<file path="src/rtl/csdec_pkg.sv">
package csdec_pkg;

    localparam int BYTE_W = 8;
    localparam int MAX_IGNORE = 3;

    typedef enum logic [1:0] {
        FN_DATA = 2'd0,
        FN_RDCS = 2'd1,
        FN_WRCS = 2'd2,
        FN_RWCS = 2'd3
    } fn_e;

    typedef enum logic [1:0] {
        SEL_BASE_LO = 2'd0,
        SEL_BASE_HI = 2'd1,
        SEL_MODE    = 2'd2,
        SEL_LATCH   = 2'd3
    } sel_e;

    typedef struct packed {
        logic       inv;
        fn_e        fn;
        logic [1:0] len;
    } mode_t;

    localparam int MODE_W = $bits(mode_t);

    function automatic logic strobe_ok(fn_e fn, logic rd, logic wr);
        case (fn)
            FN_RDCS: return rd;
            FN_WRCS: return wr;
            FN_RWCS: return rd | wr;
            default: return 1'b0;
        endcase
    endfunction

endpackage

</file>
<file path="src/rtl/csdec_regs.sv">
module csdec_regs
    import csdec_pkg::*;
#(
    parameter int NBYTES = 2,
    localparam int ADDR_W = NBYTES * BYTE_W
) (
    input  logic              clk,
    input  logic              rst,
    input  logic              cfg_we,
    input  logic [1:0]        cfg_sel,
    input  logic [BYTE_W-1:0] cfg_wdata,
    output logic [ADDR_W-1:0] base_q,
    output mode_t             mode_q,
    output logic              latch_q
);

    logic unused_wbits;
    assign unused_wbits = ^cfg_wdata[BYTE_W-1:MODE_W];

    for (genvar b = 0; b < NBYTES; b++) begin : g_base
        always_ff @(posedge clk) begin
            if (rst)
                base_q[b*BYTE_W +: BYTE_W] <= '0;
            else if (cfg_we && cfg_sel == 2'(b))
                base_q[b*BYTE_W +: BYTE_W] <= cfg_wdata;
        end
    end

    always_ff @(posedge clk) begin
        if (rst) begin
            mode_q  <= '0;
            latch_q <= 1'b1;
        end else if (cfg_we) begin
            if (cfg_sel == SEL_MODE)  mode_q  <= mode_t'(cfg_wdata[MODE_W-1:0]);
            if (cfg_sel == SEL_LATCH) latch_q <= cfg_wdata[0];
        end
    end


    reset_state_chk: assert property (@(posedge clk) disable iff (rst)
        $past(rst) |-> (base_q == '0 && mode_q == '0 && latch_q));


    mode_write_chk: assert property (@(posedge clk) disable iff (rst)
        (cfg_we && cfg_sel == SEL_MODE) |=> (mode_q == mode_t'($past(cfg_wdata[MODE_W-1:0]))));


    base_hold_chk: assert property (@(posedge clk) disable iff (rst)
        !cfg_we |=> $stable(base_q));

endmodule

</file>
<file path="src/rtl/csdec_match.sv">
module csdec_match
    import csdec_pkg::*;
#(
    parameter int ADDR_W = 16
) (
    input  logic              clk,
    input  logic              rst,
    input  logic [ADDR_W-1:0] addr,
    input  logic [ADDR_W-1:0] base,
    input  logic [1:0]        len,
    output logic              hit
);

    logic [ADDR_W-1:0] bit_ok;

    for (genvar i = 0; i < ADDR_W; i++) begin : g_cmp
        if (i < MAX_IGNORE) begin : g_maskable
            assign bit_ok[i] = (addr[i] == base[i]) || (int'(len) > i);
        end else begin : g_fixed
            assign bit_ok[i] = (addr[i] == base[i]);
        end
    end

    assign hit = &bit_ok;


    exact_hit_chk: assert property (@(posedge clk) disable iff (rst)
        (addr == base) |-> hit);


    high_miss_chk: assert property (@(posedge clk) disable iff (rst)
        (addr[ADDR_W-1:MAX_IGNORE] != base[ADDR_W-1:MAX_IGNORE]) |-> !hit);

endmodule

</file>
<file path="src/rtl/csdec_outmux.sv">
module csdec_outmux
    import csdec_pkg::*;
(
    input  logic  clk,
    input  logic  rst,
    input  mode_t mode,
    input  logic  latch,
    input  logic  hit,
    input  logic  rd,
    input  logic  wr,
    output logic  pin
);

    logic sel_active;

    always_comb begin
        sel_active = hit && strobe_ok(mode.fn, rd, wr);
        if (mode.fn == FN_DATA)
            pin = latch;
        else
            pin = sel_active ? mode.inv : ~mode.inv;
    end


    data_role_chk: assert property (@(posedge clk) disable iff (rst)
        (mode.fn == FN_DATA) |-> (pin == latch));


    idle_level_chk: assert property (@(posedge clk) disable iff (rst)
        (mode.fn != FN_DATA && !rd && !wr) |-> (pin == ~mode.inv));


    rd_only_chk: assert property (@(posedge clk) disable iff (rst)
        (mode.fn == FN_RDCS && !rd) |-> (pin == ~mode.inv));


    wr_only_chk: assert property (@(posedge clk) disable iff (rst)
        (mode.fn == FN_WRCS && !wr) |-> (pin == ~mode.inv));

endmodule

</file>
<file path="src/rtl/csdec_pin.sv">
module csdec_pin
    import csdec_pkg::*;
#(
    parameter int NBYTES = 2,
    localparam int ADDR_W = NBYTES * BYTE_W
) (
    input  logic              clk,
    input  logic              rst,
    input  logic              cfg_we,
    input  logic [1:0]        cfg_sel,
    input  logic [BYTE_W-1:0] cfg_wdata,
    input  logic [ADDR_W-1:0] bus_addr,
    input  logic              bus_rd,
    input  logic              bus_wr,
    input  logic              pad_in,
    output logic              pad_out,
    output logic              pad_rdata
);

    logic [ADDR_W-1:0] base_q;
    mode_t             mode_q;
    logic              latch_q;
    logic              hit;

    csdec_regs #(.NBYTES(NBYTES)) u_regs (
        .clk(clk), .rst(rst), .cfg_we(cfg_we), .cfg_sel(cfg_sel),
        .cfg_wdata(cfg_wdata), .base_q(base_q), .mode_q(mode_q), .latch_q(latch_q)
    );

    csdec_match #(.ADDR_W(ADDR_W)) u_match (
        .clk(clk), .rst(rst), .addr(bus_addr), .base(base_q),
        .len(mode_q.len), .hit(hit)
    );

    csdec_outmux u_outmux (
        .clk(clk), .rst(rst), .mode(mode_q), .latch(latch_q), .hit(hit),
        .rd(bus_rd), .wr(bus_wr), .pin(pad_out)
    );

    assign pad_rdata = pad_in;


    readback_chk: assert property (@(posedge clk) disable iff (rst)
        pad_rdata == pad_in);

endmodule

</file>
<file path="config.mk">
export PLATFORM = sky130hd
export DESIGN_NAME = csdec_pin
export DESIGN_NICKNAME = d
export VERILOG_FILES = /design/src/rtl/csdec_pkg.sv /design/src/rtl/csdec_regs.sv /design/src/rtl/csdec_match.sv /design/src/rtl/csdec_outmux.sv /design/src/rtl/csdec_pin.sv
export SDC_FILE = /design/constraint.sdc
export NUM_CORES = 1
export LEC_CHECK = 0
export ABC_CLOCK_PERIOD_IN_PS = 4000
export BUFFER_PORTS_ARGS = -buffer_cell sky130_fd_sc_hd__clkbuf_2
export CAP_MARGIN = 20
export CORE_UTILIZATION = 52
export DETAILED_ROUTE_END_ITERATION = 10
export MAX_ROUTING_LAYER = met4
export PLACE_DENSITY_LB_ADDON = 0.08
export SLEW_MARGIN = 20
export SYNTH_ARGS = -nofsm -noshare
export SYNTH_HDL_FRONTEND = slang
export SYNTH_SLANG_ARGS = --single-unit
</file>
<file path="constraint.sdc">
create_clock -name clk -period 4 [get_ports clk]
set_input_delay 1.2 -clock clk [delete_from_list [all_inputs] [get_ports clk]]
set_output_delay 1.2 -clock clk [all_outputs]
set_load 0.01 [all_outputs]
</file>
==> reports/metrics.csv, run 1 <==
metric,value,unit
synthTopCellsByArea,"dfxtp_1 43%, mux2i_1 21%, xor2_1 11%",
rsz0062_at_grt,no,
place_inst,157,
power_density,330.7,nW/um^2
io_pins,34,
crit_fanout,2,
clock.fmax,265.5,MHz
worst-r2r-cell-count,2,
fin_tns_setup,0,ns
grtUsageTotal,0.2070,
worst_ep_required_time,2.80,ns
clockRootBuffer,clkbuf_4,
post-place-ws,0.2365,ns
finalPower,408.4,uW
antenna_cells,0,
via_per_inst,5.019,
synth.avg_cell_area,9.795,sq um
finalSetupViolations,0,
max_slew_margin,0.6049,
antenna_found_initial,0,
ant_nets,0,
routabilityCongestion,0.7881,
h-tree-depth,1,
holdWs,0.5021,ns
worstMarginPinSlew,0.5909,ns
finalHoldViolCount,0,
endpoint_kind,output pin,
layout_common_cells,"31 x clkbuf_2, 23 x nor2_1, 22 x mux2i_1, 22 x dfxtp_1, 13 x xor2_1",
areaGrowthSynthToFinish,20.07,%
synth-seq-area-share,0.4282,
cp.arrival,2.57,ns
min_path_type,reg2reg,
fin_cells,161,
drv_cap,0,
core,1783,sq um
ys_ff_latch,22,
cts_buffer_depth,2,
finalCritPeriodShare,0.9416,
status,finished clean,
ys_warn_count,0,
crit_type,in2out,
die_y,46.48,um
cp_num_buf_inv,2,
crit_slowest_cell,o31a_1,
wl,1899,um
layout.nets,169,
fill_cells,160,
synthDistinctLibCells,21,
ir_drop,238.7,uV
cp-start-kind,input pin,
dr.pass1.iters,4,
drtIter0Drc,11,
hold_buffers,0,
drive_above_1_share,0.2721,
wl_per_cell,11.80,um
finClkSkew,0,ns
cts_resized,0,
syn_nets,137,
die_w,46.48,um
yosysTopAreaCell,dfxtp_1,
netlist_area,1028,sq um
final-seq-area,440.4,sq um
rows,15,
cts_tree,built,
multiInputGateArea,564.3,sq um
mostFrequentLayoutCell,clkbuf_2,
p_leak,0.6292,nW
critPathTopFamily,compound AO/OA/AOI/OAI gates,
overflow,0,
cp_slowest_stage_delay,0.32,ns
clk_pin_slew_worst_paths,0.11,ns
slew_violations,0,
yosysTopAreaCellShare,0.4282,
portBuffers,31,
crit_top_cell,clkbuf_2,
via_count,808,
cts_made_buffers,3,
hold_path_depth,2,
dp_hpwl,1427,um
grt_pass1_vias,709,
grt_pass1_wl,2967,um
cts_sinks,22,
worstSkewPairLatency,0.30,ns
grt_max_degree,23,
crit_cells,7,
post-route-drc-count,0,
netlist_instances,105,
post-route-min-period,3.766,ns
path_cells,"clkbuf_2, xor2_1, nor4_2, o311ai_1, o31a_1, o31ai_1, clkbuf_2",
start_util,0.5768,
die_area,2160,sq um
cts_setup_buffers,0,
setup_ws,0.2335,ns
[metal layers]
metal | share of wire | wire length, um | vias up | global-route usage
li1 | - | - | 419 | -
met1 | 0.47 | 892 | 363 | 0.2512
met2 | 0.46 | 883 | 22 | 0.3333
met3 | 0.053 | 100 | 4 | 0.04706
met4 | 0.012 | 23 | 0 | 0.07059
met5 | 0 | 0 | - | -
[power by group]
| group | leakage (nW) | internal [mW] | switching [mW] | total (mW) |
|---|---|---|---|---|
| clock network | 0.0210 | 0.0556 | 0.0635 | 0.119 |
| logic | 0.429 | 0.0296 | 0.0280 | 0.0576 |
| registers | 0.179 | 0.227 | 0.00518 | 0.232 |
| total | 0.629 | 0.312 | 0.0967 | 0.408 |
[path summary, 6_finish.rpt]
kind	end	start	slack [ns]
worst max-delay path	pad_out	bus_addr[8]	0.23
worst min-delay path	u_regs.latch_q	u_regs.latch_q	0.50
worst max register to register	u_regs.mode_q[2]	u_regs.mode_q[2]	3.33
worst min register to register	u_regs.latch_q	u_regs.latch_q	0.50
[flip-flops by register name, summed over array words and instances, names as in the netlist]
name	cells
u_regs.base_q	16
u_regs.mode_q	5
u_regs.latch_q	1
[kinds of logic after synthesis]
| group | share of synthesized area |
|---|---|
| AO/OA/AOI/OAI | 0.04380 |
| AND/OR/NAND/NOR | 0.1545 |
| XOR/XNOR | 0.1363 |
| buffers and inverters | 0.02311 |
| flip-flops | 0.4282 |
| multiplexers | 0.2141 |
[tightest hold or removal path, stage by stage, from the launching register on]
cell and delay (ns):
dfxtp_1 0.35, mux2i_1 0.07, nand2b_1 0.06
[cells in the mapped netlist]
master	n
a21boi_0	1
nor2_1	23
nor4_2	1
o31a_1	1
dfxtp_1	22
nand3b_1	2
nand2_1	2
o311ai_1	1
xor2_1	13
buf_4	1
nand3_1	1
buf_2	1
a22oi_1	1
nor4_1	3
nor3b_1	1
nand2b_1	1
o21ai_0	1
mux2i_1	22
clkbuf_1	3
xnor2_1	3
o31ai_1	1
[per-stage QoR]
step	util	cell area (sq um)
2_1_floorplan	-	1028
3_3_place_gp	0.6723	1199
3_5_place_dp	0.6723	1199
4_1_cts	0.6926	1235
5_1_grt	0.6926	1235
6_report	0.6926	1235
[area by class of cell]
cell class / instances / area share
multi-input combinational: 78 / 0.4569
sequential: 22 / 0.3566
timing repair buffer: 32 / 0.1317
clock buffer: 4 / 0.02938
tap: 25 / 0.02533
Note: power is estimated with default switching activity, not from simulation.
==> run 2, diff against run 1 <==
--- a/config.mk
+++ b/config.mk
@@ -10,8 +10,8 @@
 export CAP_MARGIN = 20
 export CORE_UTILIZATION = 52
 export DETAILED_ROUTE_END_ITERATION = 10
-export MAX_ROUTING_LAYER = met4
 export PLACE_DENSITY_LB_ADDON = 0.08
+export SETUP_SLACK_MARGIN = 0.05
 export SLEW_MARGIN = 20
 export SYNTH_ARGS = -nofsm -noshare
 export SYNTH_HDL_FRONTEND = slang
==> run 2 against run 1 <==
- worst setup slack hardly changed
- clock skew is the same
- via count up 1.7%
- clock power is essentially flat
- combinational power about the same
- flip-flop and latch count stayed put
- register-to-register slack barely moved
- wire length is 0.47% lower
- design area stayed put
- cell count is the same
- clock-buffer cell count unchanged
- critical path type unchanged
- largest cell class unchanged
- largest power group unchanged
==> reports/metrics.csv, run 2 (synthesized netlist as in run 1, its figures left out) <==
metric,value,unit,change
post-route-min-period,3.766,ns,-0.0003250 ns
finalHoldViolCount,0,,unchanged
antenna_found_initial,0,,unchanged
die_w,46.48,um,unchanged
endpoint_kind,output pin,,
grt_pass1_wl,2973,um,+0.20%
layout_common_cells,"31 x clkbuf_2, 23 x nor2_1, 22 x mux2i_1, 22 x dfxtp_1, 13 x xor2_1",,
layout.nets,169,,unchanged
clockRootBuffer,clkbuf_4,,
core,1783,sq um,unchanged
grtUsageTotal,0.2011,,-0.005852
ir_drop,238.7,uV,about the same
min_path_type,reg2reg,,
routabilityCongestion,0.7775,,-1.3%
clock.fmax,265.5,MHz,about the same
post-route-drc-count,0,,unchanged
portBuffers,31,,unchanged
wl,1890,um,-0.47%
status,finished clean,,
crit_fanout,2,,unchanged
overflow,0,,unchanged
cp_num_buf_inv,2,,unchanged
cts_made_buffers,3,,unchanged
drtIter0Drc,11,,unchanged
cp-start-kind,input pin,,
largest-register,u_regs.base_q,,
clk_pin_slew_worst_paths,0.11,ns,about the same
start_util,0.5768,,unchanged
areaGrowthSynthToFinish,20.07,%,unchanged
cts_buffer_depth,2,,unchanged
dr.pass1.iters,4,,unchanged
grt_max_degree,23,,unchanged
hold_buffers,0,,unchanged
critPathTopFamily,compound AO/OA/AOI/OAI gates,,
worst_ep_required_time,2.80,ns,about the same
worstSkewPairLatency,0.30,ns,about the same
rows,15,,unchanged
slew_violations,0,,unchanged
wl_per_cell,11.74,um,-0.47%
cts_sinks,22,,unchanged
grt_pass1_vias,709,,unchanged
path_cells,"clkbuf_2, xor2_1, nor4_2, o311ai_1, o31a_1, o31ai_1, clkbuf_2",,
finalSetupViolations,0,,unchanged
antenna_cells,0,,unchanged
die_area,2160,sq um,unchanged
fin_tns_setup,0,ns,unchanged
crit_slowest_cell,o31a_1,,
setup_ws,0.2338,ns,+0.0003250 ns
cp.arrival,2.57,ns,about the same
die_y,46.48,um,unchanged
finalCritPeriodShare,0.9415,,about the same
worstMarginPinSlew,0.5944,ns,+0.003455 ns
post-place-ws,0.2365,ns,unchanged
drive_above_1_share,0.2721,,unchanged
largest_reg_flops,16,,unchanged
cts_resized,0,,unchanged
power_density,331.3,nW/um^2,+0.16%
rsz0062_at_grt,no,,
reg_top3,"u_regs.base_q x16, u_regs.mode_q x5, u_regs.latch_q x1",,
io_pins,34,,unchanged
via_count,822,,+1.7%
cts_tree,built,,
mostFrequentLayoutCell,clkbuf_2,,
h-tree-depth,1,,unchanged
crit_type,in2out,,
crit_top_cell,clkbuf_2,,
finalPower,409.1,uW,+0.16%
dp_hpwl,1427,um,unchanged
p_leak,0.6292,nW,unchanged
via_per_inst,5.106,,+1.7%
finClkSkew,0,ns,unchanged
ant_nets,0,,unchanged
cts_setup_buffers,0,,unchanged
drv_cap,0,,unchanged
cp_slowest_stage_delay,0.32,ns,about the same
max_slew_margin,0.6026,,-0.002310
run 2: cell counts in the layout (fill, tap and decap cells not counted):
Identical to the previous run, type by type.
run 2: path summary, 6_finish.rpt:
check	start	end	slack, ns	depth (start not counted)
setup reg to reg	u_regs.mode_q[2]	u_regs.mode_q[2]	3.33	2
hold / removal	u_regs.latch_q	u_regs.latch_q	0.50	2
hold reg to reg	u_regs.latch_q	u_regs.latch_q	0.50	2
setup / recovery	bus_addr[8]	pad_out	0.23	7
run 2: metal layers:
| metal | vias to the layer above | wire (um) | global-route usage |
|---|---|---|---|
| met5 | - | 0 | 0 |
| li1 | 421 | - | - |
| met2 | 22 | 871 | 0.3333 |
| met3 | 5 | 101 | 0.04706 |
| met4 | 0 | 26 | 0.07059 |
| met1 | 374 | 891 | 0.2512 |
run 2: worst register-to-register path, cell delays in order (launching register included):
cell and delay [ns]:
dfxtp_1 0.34, mux2i_1 0.16, nor2_1 0.05
run 2: cell type report:
cell class	count	area, sq um
multi-input cells	78	564.3
fillers	160	548.0
repair buffers	32	162.7
flip-flops and latches	22	440.4
well taps	25	31.28
clock buffers	4	36.28
run 2: power by group:
part | leakage (nW) | switching [mW] | internal [mW]
clock network | 0.0210 | 0.0641 | 0.0556
logic | 0.429 | 0.0280 | 0.0296
registers | 0.179 | 0.00518 | 0.227
run 2: per-stage QoR:
step	cells	instance area (sq um)	utilization	hold WS (ns)
3_3_place_gp	157	1199	0.6723	0.4666
3_5_place_dp	157	1199	0.6723	0.4754
5_1_grt	161	1235	0.6926	0.5281
6_report	161	1235	0.6926	0.5021
2_1_floorplan	105	1028	-	0.4480
4_1_cts	161	1235	0.6926	0.5058
